==> config.mk <==
export PLATFORM = sky130hd
export DESIGN_NAME = rfdac_seg_encoder
export DESIGN_NICKNAME = d
export VERILOG_FILES = /design/src/rtl/seg_enc_pkg.sv /design/src/rtl/seg_therm_decode.sv /design/src/rtl/seg_capture_stage.sv /design/src/rtl/seg_side_steer.sv /design/src/rtl/rfdac_seg_encoder.sv
export SDC_FILE = /design/constraint.sdc
export NUM_CORES = 1
export LEC_CHECK = 0
export BUFFER_PORTS_ARGS = -buffer_cell sky130_fd_sc_hd__buf_4
export CAP_MARGIN = 10
export CORE_MARGIN = 2
export CORE_UTILIZATION = 35
export CTS_CLUSTER_DIAMETER = 80
export DETAILED_ROUTE_END_ITERATION = 10
export GPL_ROUTABILITY_DRIVEN = 1
export HOLD_SLACK_MARGIN = 0.08
export PLACE_DENSITY = 0.68
export SLEW_MARGIN = 20
export SYNTH_ARGS = -nofsm -noshare
export SYNTH_HDL_FRONTEND = slang
export SYNTH_SLANG_ARGS = --single-unit
==> constraint.sdc <==
create_clock -name clk -period 1.2 [get_ports clk]
set_input_delay 0.24 -clock clk [delete_from_list [all_inputs] [get_ports clk]]
set_output_delay 0.24 -clock clk [all_outputs]
set_load 0.05 [all_outputs]
==> src/rtl/seg_enc_pkg.sv <==
// Package: shared constants and the side-select encoding for the
// segmented thermometer encoder. Assumes the fine segment width and
// coarse segment width together form the amplitude word.
package seg_enc_pkg;

    // Default split of the amplitude word
    localparam int FINE_BITS_DEF   = 4;
    localparam int COARSE_BITS_DEF = 6;

    // Side selection encoding (value of the sign bit)
    typedef enum logic {
        SIDE_POS = 1'b0,
        SIDE_NEG = 1'b1
    } side_e;

endpackage

==> src/rtl/seg_therm_decode.sv <==
// Module: seg_therm_decode
// Converts an unsigned binary value into a thermometer code in which
// lines 0..value-1 are high. Purely combinational. Assumes IN_W is small
// enough that 2**IN_W lines is a practical width. Because the value is
// at most 2**IN_W-1, the top line can never be set.
module seg_therm_decode #(
    parameter  int IN_W  = 4,
    localparam int LINES = 1 << IN_W
) (
    input  logic [IN_W-1:0]  value_i,
    output logic [LINES-1:0] lines_o
);

    logic [31:0] value_ext;

    // Zero-extend the value once for the per-line comparisons
    assign value_ext = 32'(value_i);

    // One comparator per line: the line is on when its index is below the value
    for (genvar i = 0; i < LINES; i++) begin : g_line
        assign lines_o[i] = (value_ext > 32'(i));
    end

endmodule

==> src/rtl/seg_capture_stage.sv <==
// Module: seg_capture_stage
// Holds the decoded fine lines, coarse lines and side select in a single
// register bank. All of them load together on the strobe, so the two
// segments never skew. Synchronous active-low reset clears every bit.
// Assumes the strobe is synchronous to clk.
module seg_capture_stage #(
    parameter int FINE_LINES   = 16,
    parameter int COARSE_LINES = 64
) (
    input  logic                    clk,
    input  logic                    rst_n,
    input  logic                    load_i,
    input  logic [FINE_LINES-1:0]   fine_d_i,
    input  logic [COARSE_LINES-1:0] coarse_d_i,
    input  logic                    side_d_i,
    output logic [FINE_LINES-1:0]   fine_q_o,
    output logic [COARSE_LINES-1:0] coarse_q_o,
    output logic                    side_q_o
);

    // Capture the whole codeword and side together on the strobe
    always_ff @(posedge clk) begin
        if (!rst_n) begin
            fine_q_o   <= '0;
            coarse_q_o <= '0;
            side_q_o   <= 1'b0;
        end else if (load_i) begin
            fine_q_o   <= fine_d_i;
            coarse_q_o <= coarse_d_i;
            side_q_o   <= side_d_i;
        end
    end

endmodule

==> src/rtl/seg_side_steer.sv <==
// Module: seg_side_steer
// Applies the oscillator gate to a bank of registered enable lines. It
// then places the result on the positive or the negative bus according
// to the side select, and holds the other bus at zero. Combinational.
// Assumes the lines come straight from a register, so the gate is the
// only late-arriving input.
module seg_side_steer #(
    parameter int LINES = 16
) (
    input  logic [LINES-1:0] lines_i,
    input  logic             side_i,
    input  logic             gate_i,
    output logic [LINES-1:0] pos_o,
    output logic [LINES-1:0] neg_o
);

    import seg_enc_pkg::*;

    logic [LINES-1:0] gated;
    logic             to_pos;
    logic             to_neg;

    // Side decode from the registered sign
    assign to_pos = (side_e'(side_i) == SIDE_POS);
    assign to_neg = (side_e'(side_i) == SIDE_NEG);

    // Per-line gating and routing
    for (genvar i = 0; i < LINES; i++) begin : g_bit
        assign gated[i] = lines_i[i] & gate_i;
        assign pos_o[i] = gated[i] & to_pos;
        assign neg_o[i] = gated[i] & to_neg;
    end

endmodule

==> src/rtl/rfdac_seg_encoder.sv <==
// Module: rfdac_seg_encoder (top)
// Splits an unsigned amplitude into a fine thermometer segment of unit
// cells and a coarse thermometer segment of cells weighted 2**FINE_BITS.
// It registers both segments with the sign on a sample strobe, then gates
// them with the oscillator enable and steers them to one differential side.
// Assumes amp_i and sign_i are stable in the cycle where sample_i is high.
module rfdac_seg_encoder #(
    parameter  int FINE_BITS    = seg_enc_pkg::FINE_BITS_DEF,
    parameter  int COARSE_BITS  = seg_enc_pkg::COARSE_BITS_DEF,
    localparam int AMP_W        = FINE_BITS + COARSE_BITS,
    localparam int FINE_LINES   = 1 << FINE_BITS,
    localparam int COARSE_LINES = 1 << COARSE_BITS
) (
    input  logic                    clk,
    input  logic                    rst_n,
    input  logic                    sample_i,
    input  logic [AMP_W-1:0]        amp_i,
    input  logic                    sign_i,
    input  logic                    lo_gate_i,
    output logic [FINE_LINES-1:0]   pos_unit_o,
    output logic [COARSE_LINES-1:0] pos_coarse_o,
    output logic [FINE_LINES-1:0]   neg_unit_o,
    output logic [COARSE_LINES-1:0] neg_coarse_o
);

    logic [FINE_BITS-1:0]    fine_val;
    logic [COARSE_BITS-1:0]  coarse_val;
    logic [FINE_LINES-1:0]   fine_d;
    logic [COARSE_LINES-1:0] coarse_d;
    logic [FINE_LINES-1:0]   fine_q;
    logic [COARSE_LINES-1:0] coarse_q;
    logic                    side_q;

    // Segment split of the amplitude word
    assign fine_val   = amp_i[FINE_BITS-1:0];
    assign coarse_val = amp_i[AMP_W-1:FINE_BITS];

    // Fine segment decode
    seg_therm_decode #(.IN_W(FINE_BITS)) u_fine_dec (
        .value_i (fine_val),
        .lines_o (fine_d)
    );

    // Coarse segment decode
    seg_therm_decode #(.IN_W(COARSE_BITS)) u_coarse_dec (
        .value_i (coarse_val),
        .lines_o (coarse_d)
    );

    // Single register bank for both segments and the sign
    seg_capture_stage #(
        .FINE_LINES   (FINE_LINES),
        .COARSE_LINES (COARSE_LINES)
    ) u_capture (
        .clk        (clk),
        .rst_n      (rst_n),
        .load_i     (sample_i),
        .fine_d_i   (fine_d),
        .coarse_d_i (coarse_d),
        .side_d_i   (sign_i),
        .fine_q_o   (fine_q),
        .coarse_q_o (coarse_q),
        .side_q_o   (side_q)
    );

    // Gate and steer the fine segment
    seg_side_steer #(.LINES(FINE_LINES)) u_fine_steer (
        .lines_i (fine_q),
        .side_i  (side_q),
        .gate_i  (lo_gate_i),
        .pos_o   (pos_unit_o),
        .neg_o   (neg_unit_o)
    );

    // Gate and steer the coarse segment
    seg_side_steer #(.LINES(COARSE_LINES)) u_coarse_steer (
        .lines_i (coarse_q),
        .side_i  (side_q),
        .gate_i  (lo_gate_i),
        .pos_o   (pos_coarse_o),
        .neg_o   (neg_coarse_o)
    );

endmodule

==> results of run 1 <==
## what timing repair did
action | CTS | global route
resized for setup | 221 | 54
buffers inserted | 6 | 3
gates cloned | 6 | 6
pin swaps | 9 | 1
setup endpoints to repair | 158 | 158
## cell families (layout without fill, tap and decap cells)
kind of cell,after synthesis,count (layout),share of synthesized area
AOI/OAI and AO/OA,150,150,0.207
other,1,2,0.000871
xor gates and xnor gates,1,1,0.00204
DFF,80,80,0.372
buffers and inverters,70,261,0.0744
muxes,3,3,0.00698
and+or+nand+nor,247,247,0.337
## cell usage in the layout, fill, tap and decap left out, types with 5 or more instances in the layout
master	n
sky130_fd_sc_hd__buf_8	97
sky130_fd_sc_hd__and3_4	79
sky130_fd_sc_hd__dfxtp_1	79
sky130_fd_sc_hd__buf_6	66
sky130_fd_sc_hd__and2_2	55
sky130_fd_sc_hd__buf_4	52
sky130_fd_sc_hd__a21oi_1	51
sky130_fd_sc_hd__o21ai_0	51
sky130_fd_sc_hd__and2_4	24
sky130_fd_sc_hd__nor2_1	21
sky130_fd_sc_hd__nand2_1	20
sky130_fd_sc_hd__buf_12	15
sky130_fd_sc_hd__clkbuf_16	14
sky130_fd_sc_hd__nand3_1	11
sky130_fd_sc_hd__and2_1	11
sky130_fd_sc_hd__o2bb2ai_1	8
sky130_fd_sc_hd__a31oi_1	7
sky130_fd_sc_hd__and3_1	5
sky130_fd_sc_hd__a211oi_1	5
sky130_fd_sc_hd__buf_16	5
## routing by layer
| metal | global-route usage | up-vias |
|---|---|---|
| met5 | 0 | - |
| li1 | - | 2305 |
| met3 | 0.0485 | 31 |
| met2 | 0.425 | 227 |
| met1 | 0.313 | 2385 |
| met4 | 0.0811 | 0 |
## stage by stage
stage,cells,TNS [ns]
global route,891,-76.81
global placement,856,-17.46
finish,891,-72.02
floorplan,553,-14.90
detailed placement,856,-21.08
CTS,884,-67.43
## power by group
part | switching (mW) | internal, mW
registers | 0.147 | 2.81
logic | 1.19 | 0.887
clock network | 1.10 | 1.72
total | 2.43 | 5.42
## worst max-delay path: cells and delay by family (launching register included)
kind | cells | cell delay, ns
buffers and inverters | 4 | 0.55
DFF | 1 | 0.39
and+or+nand+nor | 1 | 0.19
## flip-flops by register name (all words and copies together) (netlist names)
register	flops
u_capture.coarse_q_o	64
u_capture.fine_q_o	15
u_capture.side_q_o	1
## area by class of cell
| type | count | area (µm²) | share of cell area |
|---|---|---|---|
| timing repair buffer | 240 | 3150 | 0.385 |
| multi-input combinational | 403 | 2910 | 0.356 |
| sequential | 80 | 1610 | 0.196 |
| clock buffer | 11 | 253 | 0.0309 |
| tap | 147 | 184 | 0.0225 |
| clock inverter | 5 | 55.1 | 0.00673 |
| inverter | 5 | 18.8 | 0.00229 |
## worst max-delay path by stage
stage / from / endpoint / slack (ns) / depth (start not counted)
floorplan: u_capture.side_q_o / pos_coarse_o[0] / -0.14 / 4
global placement: lo_gate_i / pos_coarse_o[31] / -0.12 / 5
detailed placement: lo_gate_i / pos_unit_o[8] / -0.15 / 5
CTS: u_capture.side_q_o / neg_coarse_o[15] / -0.49 / 5
global route: u_capture.side_q_o / pos_coarse_o[6] / -0.55 / 5
finish: u_capture.side_q_o / neg_coarse_o[12] / -0.52 / 5
==> impl_summary.log, run 1 <==
INFO  metric power.leakage = 3.50 nW
INFO  metric detail_route.wirelength = 17.9 mm
INFO  metric arrival = 1.48 ns
INFO  metric synthMostInstantiatedCell = sky130_fd_sc_hd__and2_1
INFO  metric worstReg2RegStart = u_capture.side_q_o
INFO  metric post-route-cell-area = 8180 µm²
INFO  metric post_synth_most_frequent_cells = 90 x sky130_fd_sc_hd__and2_1, 84 x sky130_fd_sc_hd__and3_1, 80 x sky130_fd_sc_hd__dfxtp_1
INFO  metric number_of_sinks_driven_by_the_clock_tree = 80
INFO  metric filler_cell_count = 871
INFO  metric post_route_cells_drive_above_1_share = 0.566
INFO  metric ys_dominant_reg_cell = sky130_fd_sc_hd__dfxtp_1
INFO  metric worst_hold_slack = 0.254 ns
INFO  metric reg2reg_setup_slack = 0.08 ns
INFO  metric place_area = 6480 µm²
INFO  metric cts.clk_slew.worst_paths = 0.06 ns
INFO  metric final.min_clock_period = 1.72 ns
INFO  metric totalPowerFinal = 7.85 mW
INFO  metric number_of_h_tree_levels = 3
INFO  metric timing.clock.skew = 0 ns
INFO  metric critPathMostFrequentCell = sky130_fd_sc_hd__buf_12
INFO  metric routed_via_density = 5.55
INFO  metric cap_violations = 0
INFO  metric criticalPathCategory = reg -> out
INFO  metric detail_route.drc_violations = 0
INFO  metric dp_slack = -0.151 ns
INFO  metric final-setup-viol-count = 158
INFO  metric portBuffers = 172
INFO  metric cp_slowest_stage_delay = 0.39 ns
INFO  metric detail_route.first_pass.iterations = 8
INFO  metric cp-start-kind = flip-flop
INFO  metric met2RoutedLength = 9.14 mm
INFO  metric avgSynthCellArea = 7.80 µm²
INFO  metric start_point_of_the_worst_hold_path = amp_i[0]
INFO  metric critical_path_required = 0.96 ns
INFO  metric number_of_antenna_violations_at_the_first_check_in_global_routing = 0
INFO  metric final_nets = 754
INFO  metric chipWidth = 115 µm
INFO  metric post_synth_edffs = 0
INFO  metric synthTopCellsByArea = sky130_fd_sc_hd__dfxtp_1 37%, sky130_fd_sc_hd__and2_1 13%, sky130_fd_sc_hd__and3_1 12%, sky130_fd_sc_hd__a21oi_1 5.9%, sky130_fd_sc_hd__o21ai_0 5.9%
INFO  metric antenna-diode-count = 0
INFO  metric cell_at_the_root_of_the_clock_tree = sky130_fd_sc_hd__clkbuf_16
INFO  metric setup_slack = -0.521 ns
INFO  metric total_core_area = 12000 µm²
INFO  metric synth_warnings = 0
INFO  metric place_congestion = 0.850
INFO  metric hold_violations = 0
INFO  metric drtIter0Drc = 370
INFO  metric cts_hold_repair.buffers = 0
INFO  metric chipHeight = 115 µm
INFO  metric drt-wirelength-per-cell = 20.1 µm
INFO  metric layout-area-overhead-vs-synth = 90.0%
INFO  metric critPathSlowestCell = sky130_fd_sc_hd__dfxtp_4
INFO  metric violations_in_the_final_reports = setup timing
INFO  metric timing.final.max_slew_violations = 0
INFO  metric routed.top_layer = met4
INFO  metric finalCoreUtilization = 0.681
INFO  metric power.density = 959 nW/µm²
INFO  metric synth.cell_area = 4300 µm²
INFO  metric track_usage = 0.248
INFO  metric floorplan.rows = 40
INFO  metric grt_overflow = 0
INFO  metric reg2reg_depth = 4
INFO  metric pin_count = 175
INFO  metric grt_max_degree = 80
INFO  metric setup_repair_after_global_routing_missed_its_margin = yes
INFO  metric global_route_wire_length_before_repair = 26.0 mm
INFO  metric yosys_register_bits = 80
INFO  metric drtAntennaViolNets = 0
INFO  metric synthArstFlopShare = 0
INFO  metric dr_wl_met3 = 1.11 mm
INFO  metric clkLatencyLatePin = 0.33 ns
INFO  metric number_of_standard_cells_after_synthesis = 552
INFO  metric synth.yosys.seq_area_share = 0.372
INFO  metric detailroute.via_count = 4948
INFO  metric hold-path-endpoint = u_capture.fine_q_o[2]
INFO  metric rr_endpoint = u_capture.side_q_o
INFO  metric end_kind = primary output
INFO  metric status = complete, but fails checks
INFO  metric initial_core_utilization = 0.358
INFO  metric maximum_root_to_sink_buffer_count = 2
INFO  metric worstHoldPathCells = 3
INFO  metric fmax = 581 MHz
INFO  metric detail_route.wirelength.met1 = 7.33 mm
INFO  metric post-synth-top-area-fraction = 0.372
INFO  metric via_count_of_the_first_global_routing_pass = 4957
INFO  metric tritoncts = yes
INFO  metric detailed_place_hpwl = 10.3 mm
INFO  metric number_of_distinct_library_cells_after_synthesis = 51
INFO  metric path_max_fanout = 7
INFO  metric min-delay-path-class = in -> reg
INFO  metric synth.largest_area_cell = sky130_fd_sc_hd__dfxtp_1
INFO  metric die_area = 13200 µm²
INFO  metric worst_ir_drop_vdd = 0.751 mV
INFO  metric post-route-period-util = 1.43
INFO  metric cts_made_buffers = 9
INFO  metric worstPathCellList = buf_12, buf_12, buf_16, and3_4, buf_8
Power figures use the tool's default switching activity.
==> run 2: changes to the inputs <==
--- a/config.mk
+++ b/config.mk
@@ -14,6 +14,7 @@
 export GPL_ROUTABILITY_DRIVEN = 1
 export HOLD_SLACK_MARGIN = 0.08
 export PLACE_DENSITY = 0.68
+export RECOVER_POWER = 25
 export SLEW_MARGIN = 20
 export SYNTH_ARGS = -nofsm -noshare
 export SYNTH_HDL_FRONTEND = slang
==> impl_summary.log, run 2 (same netlist as run 1, synthesis figures left out) <==
INFO  metric portBuffers = 172
INFO  metric end_kind = primary output
INFO  metric power.share.sequential = 0.377
INFO  metric drt-wirelength-per-cell = 20.1 µm
INFO  metric layout-area-overhead-vs-synth = 89.6%
INFO  metric setup_tns = -72.71 ns
INFO  metric fmax = 581 MHz
INFO  metric largest_register_ffs = 64
INFO  metric number_of_antenna_violations_at_the_first_check_in_global_routing = 0
INFO  metric slew-limit-headroom = 0.503
INFO  metric layout_commonest_cell = sky130_fd_sc_hd__buf_8
INFO  metric worst_hold_slack = 0.254 ns
INFO  metric status = complete, but fails checks
INFO  metric power.density = 961 nW/µm²
INFO  metric regMostFlops = u_capture.coarse_q_o
INFO  metric post_route_cells_drive_above_1_share = 0.560
INFO  metric rr_endpoint = u_capture.side_q_o
INFO  metric hold_violations = 0
INFO  metric total_core_area = 12000 µm²
INFO  metric grt_max_degree = 80
INFO  metric clock_power_share = 0.359
INFO  metric die_area = 13200 µm²
INFO  metric final-setup-viol-count = 167
INFO  metric slew_of_the_pin_with_the_lowest_slew_margin = 0.745 ns
INFO  metric most-common-layout-cells = 97 x sky130_fd_sc_hd__buf_8, 79 x sky130_fd_sc_hd__and3_4, 79 x sky130_fd_sc_hd__dfxtp_1, 66 x sky130_fd_sc_hd__buf_6, 55 x sky130_fd_sc_hd__and2_2
INFO  metric tritoncts = yes
INFO  metric cp-start-kind = flip-flop
INFO  metric setup_repair_after_global_routing_missed_its_margin = yes
INFO  metric worst_setup_path_endpoint = neg_coarse_o[12]
INFO  metric drtAntennaViolNets = 0
INFO  metric clkLatencyLatePin = 0.33 ns
INFO  metric grt_most_used_layer = met2
INFO  metric grt_overflow = 0
INFO  metric grt.met2_usage = 0.425
INFO  metric final.min_clock_period = 1.72 ns
INFO  metric groute.layer.met3.usage = 0.0485
INFO  metric post-route-cell-area = 8160 µm²
INFO  metric timing.clock.skew = 0 ns
INFO  metric min-delay-path-class = in -> reg
INFO  metric cts_hold_repair.buffers = 0
INFO  metric reg2reg_setup_slack = 0.08 ns
INFO  metric routed_via_density = 5.55
INFO  metric post-route-period-util = 1.44
INFO  metric antenna-diode-count = 0
INFO  metric floorplan.rows = 40
INFO  metric reg2reg_depth = 4
INFO  metric initial_core_utilization = 0.358
INFO  metric arrival = 1.48 ns
INFO  metric startpoint = u_capture.side_q_o
INFO  metric worstReg2RegStart = u_capture.side_q_o
INFO  metric cts_made_buffers = 9
INFO  metric power.internal = 5.41 mW
INFO  metric cell_at_the_root_of_the_clock_tree = sky130_fd_sc_hd__clkbuf_16
INFO  metric detail_route.wirelength = 17.9 mm
INFO  metric worst_ir_drop_vdd = 0.752 mV
INFO  metric detailed_place_hpwl = 10.3 mm
INFO  metric detail_route.drc_violations = 0
INFO  metric global_route_wire_length_before_repair = 26.0 mm
INFO  metric power.combinational.fraction = 0.263
INFO  metric number_of_h_tree_levels = 3
INFO  metric cap_violations = 0
INFO  metric total_switching_power = 2.43 mW
INFO  metric number_of_sinks_driven_by_the_clock_tree = 80
INFO  metric drtIter0Drc = 372
INFO  metric globalRouteMet1Util = 0.313
INFO  metric violations_in_the_final_reports = setup timing
INFO  metric criticalPathCategory = reg -> out
INFO  metric track_usage = 0.248
INFO  metric setup_slack = -0.523 ns
INFO  metric detail_route.first_pass.iterations = 7
INFO  metric timing.final.max_slew_violations = 0
INFO  metric cts.clk_slew.worst_paths = 0.06 ns
INFO  metric p_sw_frac = 0.310
INFO  metric via_count_of_the_first_global_routing_pass = 4957
INFO  metric path_max_fanout = 7
INFO  metric place_congestion = 0.850
INFO  metric chipHeight = 115 µm
INFO  metric filler_cell_count = 871
INFO  metric chipWidth = 115 µm
INFO  metric place_area = 6480 µm²
INFO  metric maximum_root_to_sink_buffer_count = 2
INFO  metric final_nets = 754
INFO  metric power.leakage = 3.48 nW
INFO  metric critical_path_required = 0.96 ns
INFO  metric detailroute.via_count = 4948
INFO  metric reg_top3 = u_capture.coarse_q_o x64, u_capture.fine_q_o x15, u_capture.side_q_o x1
INFO  metric pin_count = 175
INFO  metric dp_slack = -0.151 ns
-- run 2: cell count changes in the layout (fill, tap and decap cells not counted) --
cell | previous run | this run
sky130_fd_sc_hd__buf_4 | 52 | 46
sky130_fd_sc_hd__clkbuf_1 | 0 | 4
sky130_fd_sc_hd__clkbuf_2 | 0 | 2
-- run 2: power by group through the flow --
stage               clock network [mW]  registers (mW)  logic (mW)
CTS                               2.84            2.95        1.92
finish                            2.82            2.96        2.07
global route                      2.96            2.98        2.17
detailed placement                   0            3.01        1.63
floorplan                            0            2.94        1.15
global placement                     0            3.00        1.60
-- run 2: what timing repair did --
item | in CTS | in global routing
gates cloned | 6 | 6
buffers inserted | 6 | 3
pin swaps | 9 | 1
setup endpoints to repair | 158 | 158
gates resized for setup | 221 | 54
-- run 2: final cells by class --
cell class	instances	area, µm²	share of cell area
clock buffer	11	253	0.0310
clock inverter	5	55.1	0.00675
inverter	5	18.8	0.00230
multi-input combinational	403	2910	0.357
sequential	80	1610	0.197
tap	147	184	0.0225
timing repair buffer	240	3130	0.384
-- run 2: worst min path at each step --
stage | to | slack [ns] | startpoint | depth (start not counted)
final | u_capture.fine_q_o[2] | 0.25 | amp_i[0] | 3
after global routing | u_capture.fine_q_o[2] | 0.25 | amp_i[0] | 3
after CTS | u_capture.fine_q_o[2] | 0.22 | amp_i[0] | 3
after detailed placement | u_capture.coarse_q_o[52] | 0.48 | u_capture.coarse_q_o[52] | 2
after global placement | u_capture.fine_q_o[10] | 0.47 | u_capture.fine_q_o[10] | 2
after floorplan | u_capture.side_q_o | 0.39 | sign_i | 2
-- run 2: through the flow --
step	util	std cells	power, mW
2_1_floorplan	-	553	4.09
3_3_place_gp	0.540	856	4.61
3_5_place_dp	0.540	856	4.64
4_1_cts	0.654	884	7.71
5_1_grt	0.679	891	8.11
6_report	0.679	891	7.84
-- run 2: critical path, cell delays in order (launching register included) --
cell	delay, ns
sky130_fd_sc_hd__dfxtp_4	0.39
sky130_fd_sc_hd__buf_12	0.17
sky130_fd_sc_hd__buf_12	0.13
sky130_fd_sc_hd__buf_16	0.11
sky130_fd_sc_hd__and3_4	0.19
sky130_fd_sc_hd__buf_8	0.14
-- run 2: routing by layer --
| layer | up-vias | part of all wire |
|---|---|---|
| li1 | 2307 | - |
| met2 | 227 | 0.51 |
| met3 | 31 | 0.069 |
| met5 | - | 0 |
| met4 | 0 | 0.019 |
| met1 | 2383 | 0.40 |
==> run 3: changes to the inputs <==
--- a/config.mk
+++ b/config.mk
@@ -13,7 +13,7 @@
 export DETAILED_ROUTE_END_ITERATION = 10
 export GPL_ROUTABILITY_DRIVEN = 1
 export HOLD_SLACK_MARGIN = 0.08
-export PLACE_DENSITY = 0.68
+export PLACE_DENSITY = 0.66
 export RECOVER_POWER = 25
 export SLEW_MARGIN = 20
 export SYNTH_ARGS = -nofsm -noshare
==> constraint.sdc (replaced) <==
create_clock -name clk -period 1.85 [get_ports clk]
set_input_delay 0.37 -clock clk [delete_from_list [all_inputs] [get_ports clk]]
set_output_delay 0.37 -clock clk [all_outputs]
set_load 0.05 [all_outputs]
==> impl_summary.log, run 3 (same netlist as run 1, synthesis figures left out) <==
INFO  metric status = complete, no violations
INFO  metric clock_power_share = 0.402
INFO  metric filler_cell_count = 1172
INFO  metric min-delay-path-class = in -> reg
INFO  metric slew-limit-headroom = 0.554
INFO  metric cts.clk_slew.worst_paths = 0.06 ns
INFO  metric power.internal = 3.36 mW
INFO  metric cap_violations = 0
INFO  metric place_congestion = 0.757
INFO  metric detailroute.via_count = 4428
INFO  metric post-route-period-util = 0.968
INFO  metric multi_input_comb_area = 2380 µm²
INFO  metric power.share.sequential = 0.401
INFO  metric number_of_antenna_violations_at_the_first_check_in_global_routing = 0
INFO  metric chipHeight = 115 µm
INFO  metric drt-wirelength-per-cell = 16.4 µm
INFO  metric clkLatencyLatePin = 0.33 ns
INFO  metric setup_tns = 0 ns
INFO  metric drtIter0Drc = 222
INFO  metric critical_path_required = 1.48 ns
INFO  metric reg2reg_setup_slack = 0.98 ns
INFO  metric routed_via_density = 5.28
INFO  metric floorplan.rows = 40
INFO  metric power.combinational.fraction = 0.197
INFO  metric detailed_place_hpwl = 9.60 mm
INFO  metric rr_endpoint = u_capture.side_q_o
INFO  metric layout_commonest_cell = sky130_fd_sc_hd__buf_4
INFO  metric cell_at_the_root_of_the_clock_tree = sky130_fd_sc_hd__clkbuf_16
INFO  metric worstReg2RegStart = u_capture.side_q_o
INFO  metric final-setup-viol-count = 0
INFO  metric detail_route.first_pass.iterations = 5
INFO  metric post-route-cell-area = 5980 µm²
INFO  metric drtAntennaViolNets = 0
INFO  metric number_of_sinks_driven_by_the_clock_tree = 80
INFO  metric timing.clock.skew = 0 ns
INFO  metric cts_hold_repair.buffers = 0
INFO  metric power.density = 795 nW/µm²
INFO  metric finalCoreUtilization = 0.498
INFO  metric reg2reg_depth = 3
INFO  metric die_area = 13200 µm²
INFO  metric reg_top3 = u_capture.coarse_q_o x64, u_capture.fine_q_o x15, u_capture.side_q_o x1
INFO  metric layout-area-overhead-vs-synth = 38.8%
INFO  metric grt_overflow = 0
INFO  metric number_of_h_tree_levels = 3
INFO  metric via_count_of_the_first_global_routing_pass = 4200
INFO  metric p_sw_frac = 0.293
INFO  metric tritoncts = yes
INFO  metric worst_hold_slack = 0.289 ns
INFO  metric total_switching_power = 1.39 mW
INFO  metric worst_ir_drop_vdd = 0.339 mV
INFO  metric post_cts.repair.setup_buffers = 0
INFO  metric regMostFlops = u_capture.coarse_q_o
INFO  metric maximum_root_to_sink_buffer_count = 2
INFO  metric cts_made_buffers = 9
INFO  metric end_kind = primary output
INFO  metric total_core_area = 12000 µm²
INFO  metric grt_max_degree = 60
INFO  metric place_area = 5630 µm²
INFO  metric largest_register_ffs = 64
INFO  metric slew_of_the_pin_with_the_lowest_slew_margin = 0.668 ns
INFO  metric detail_route.drc_violations = 0
INFO  metric detail_route.wirelength = 13.8 mm
INFO  metric power.leakage = 2.98 nW
INFO  metric antenna-diode-count = 0
INFO  metric worst_setup_path_endpoint = pos_coarse_o[57]
INFO  metric criticalPathCategory = reg -> out
INFO  metric track_usage = 0.209
INFO  metric pin_count = 175
INFO  metric fmax = 559 MHz
INFO  metric most-common-layout-cells = 170 x sky130_fd_sc_hd__buf_4, 89 x sky130_fd_sc_hd__and2_1, 84 x sky130_fd_sc_hd__and3_1, 79 x sky130_fd_sc_hd__dfxtp_1, 52 x sky130_fd_sc_hd__o21ai_0
INFO  metric arrival = 1.42 ns
INFO  metric portBuffers = 172
INFO  metric global_route_wire_length_before_repair = 22.0 mm
INFO  metric initial_core_utilization = 0.358
INFO  metric chipWidth = 115 µm
INFO  metric post_route_cells_drive_above_1_share = 0.298
INFO  metric final_nets = 702
INFO  metric cp-start-kind = flip-flop
INFO  metric path_max_fanout = 47
INFO  metric startpoint = u_capture.side_q_o
INFO  metric setup_repair_after_global_routing_missed_its_margin = yes
INFO  metric area_occupied_by_registers = 1600 µm²
INFO  metric timing.final.max_slew_violations = 0
INFO  metric totalPowerFinal = 4.75 mW
INFO  metric final.min_clock_period = 1.79 ns
INFO  metric hold_violations = 0
==> run 3: what timing repair did <==
action | 4_1_cts | 5_1_grt
setup endpoints to repair | 2 | 22
pin swaps | 0 | 0
gates resized for setup | 1 | 11
==> run 3: critical path, stage by stage, from the launching register on <==
cell and delay [ns]:
sky130_fd_sc_hd__dfxtp_2 0.36, sky130_fd_sc_hd__nor2b_4 0.15, sky130_fd_sc_hd__buf_12 0.20, sky130_fd_sc_hd__and2_1 0.16
sky130_fd_sc_hd__buf_4 0.19
==> run 3: metrics by stage <==
step           worst slack, ns  instances
2_1_floorplan            0.171        553
3_3_place_gp             0.255        823
3_5_place_dp             0.215        823
4_1_cts                 0.0486        838
5_1_grt                -0.0173        838
6_report                0.0598        838
==> run 3: worst min path at each step <==
stage                                      start                     end  slack (ns)  cells past startpoint
final                                     sign_i      u_capture.side_q_o        0.29                      3
after global routing                      sign_i      u_capture.side_q_o        0.31                      3
after CTS                                 sign_i      u_capture.side_q_o        0.29                      3
after detailed placement  u_capture.fine_q_o[11]  u_capture.fine_q_o[11]        0.47                      2
after global placement    u_capture.fine_q_o[11]  u_capture.fine_q_o[11]        0.47                      2
after floorplan           u_capture.fine_q_o[10]  u_capture.fine_q_o[10]        0.44                      2
==> run 3: area by class of cell <==
| class | count | share of cell area |
|---|---|---|
| Tap cell | 147 | 0.0308 |
| Sequential cell | 80 | 0.268 |
| Timing Repair Buffer | 188 | 0.246 |
| Multi-Input combinational cell | 403 | 0.398 |
| Clock buffer | 12 | 0.0429 |
| Clock inverter | 3 | 0.0109 |
| Inverter | 5 | 0.00314 |
==> run 3: routing by layer <==
layer | wire (µm) | vias up | global-route usage
met4 | 213 | 0 | 0.0707
met2 | 6490 | 134 | 0.340
li1 | - | 2193 | -
met5 | 0 | - | 0
met1 | 6360 | 2087 | 0.284
met3 | 682 | 14 | 0.0311
==> run 3: power groups by stage <==
stage          logic [mW]  clock network (mW)  registers [mW]
3_3_place_gp        0.910                   0            1.94
6_report            0.936                1.91            1.90
4_1_cts             0.934                1.94            1.90
3_5_place_dp        0.930                   0            1.94
2_1_floorplan       0.682                   0            1.90
5_1_grt              1.01                2.01            1.92
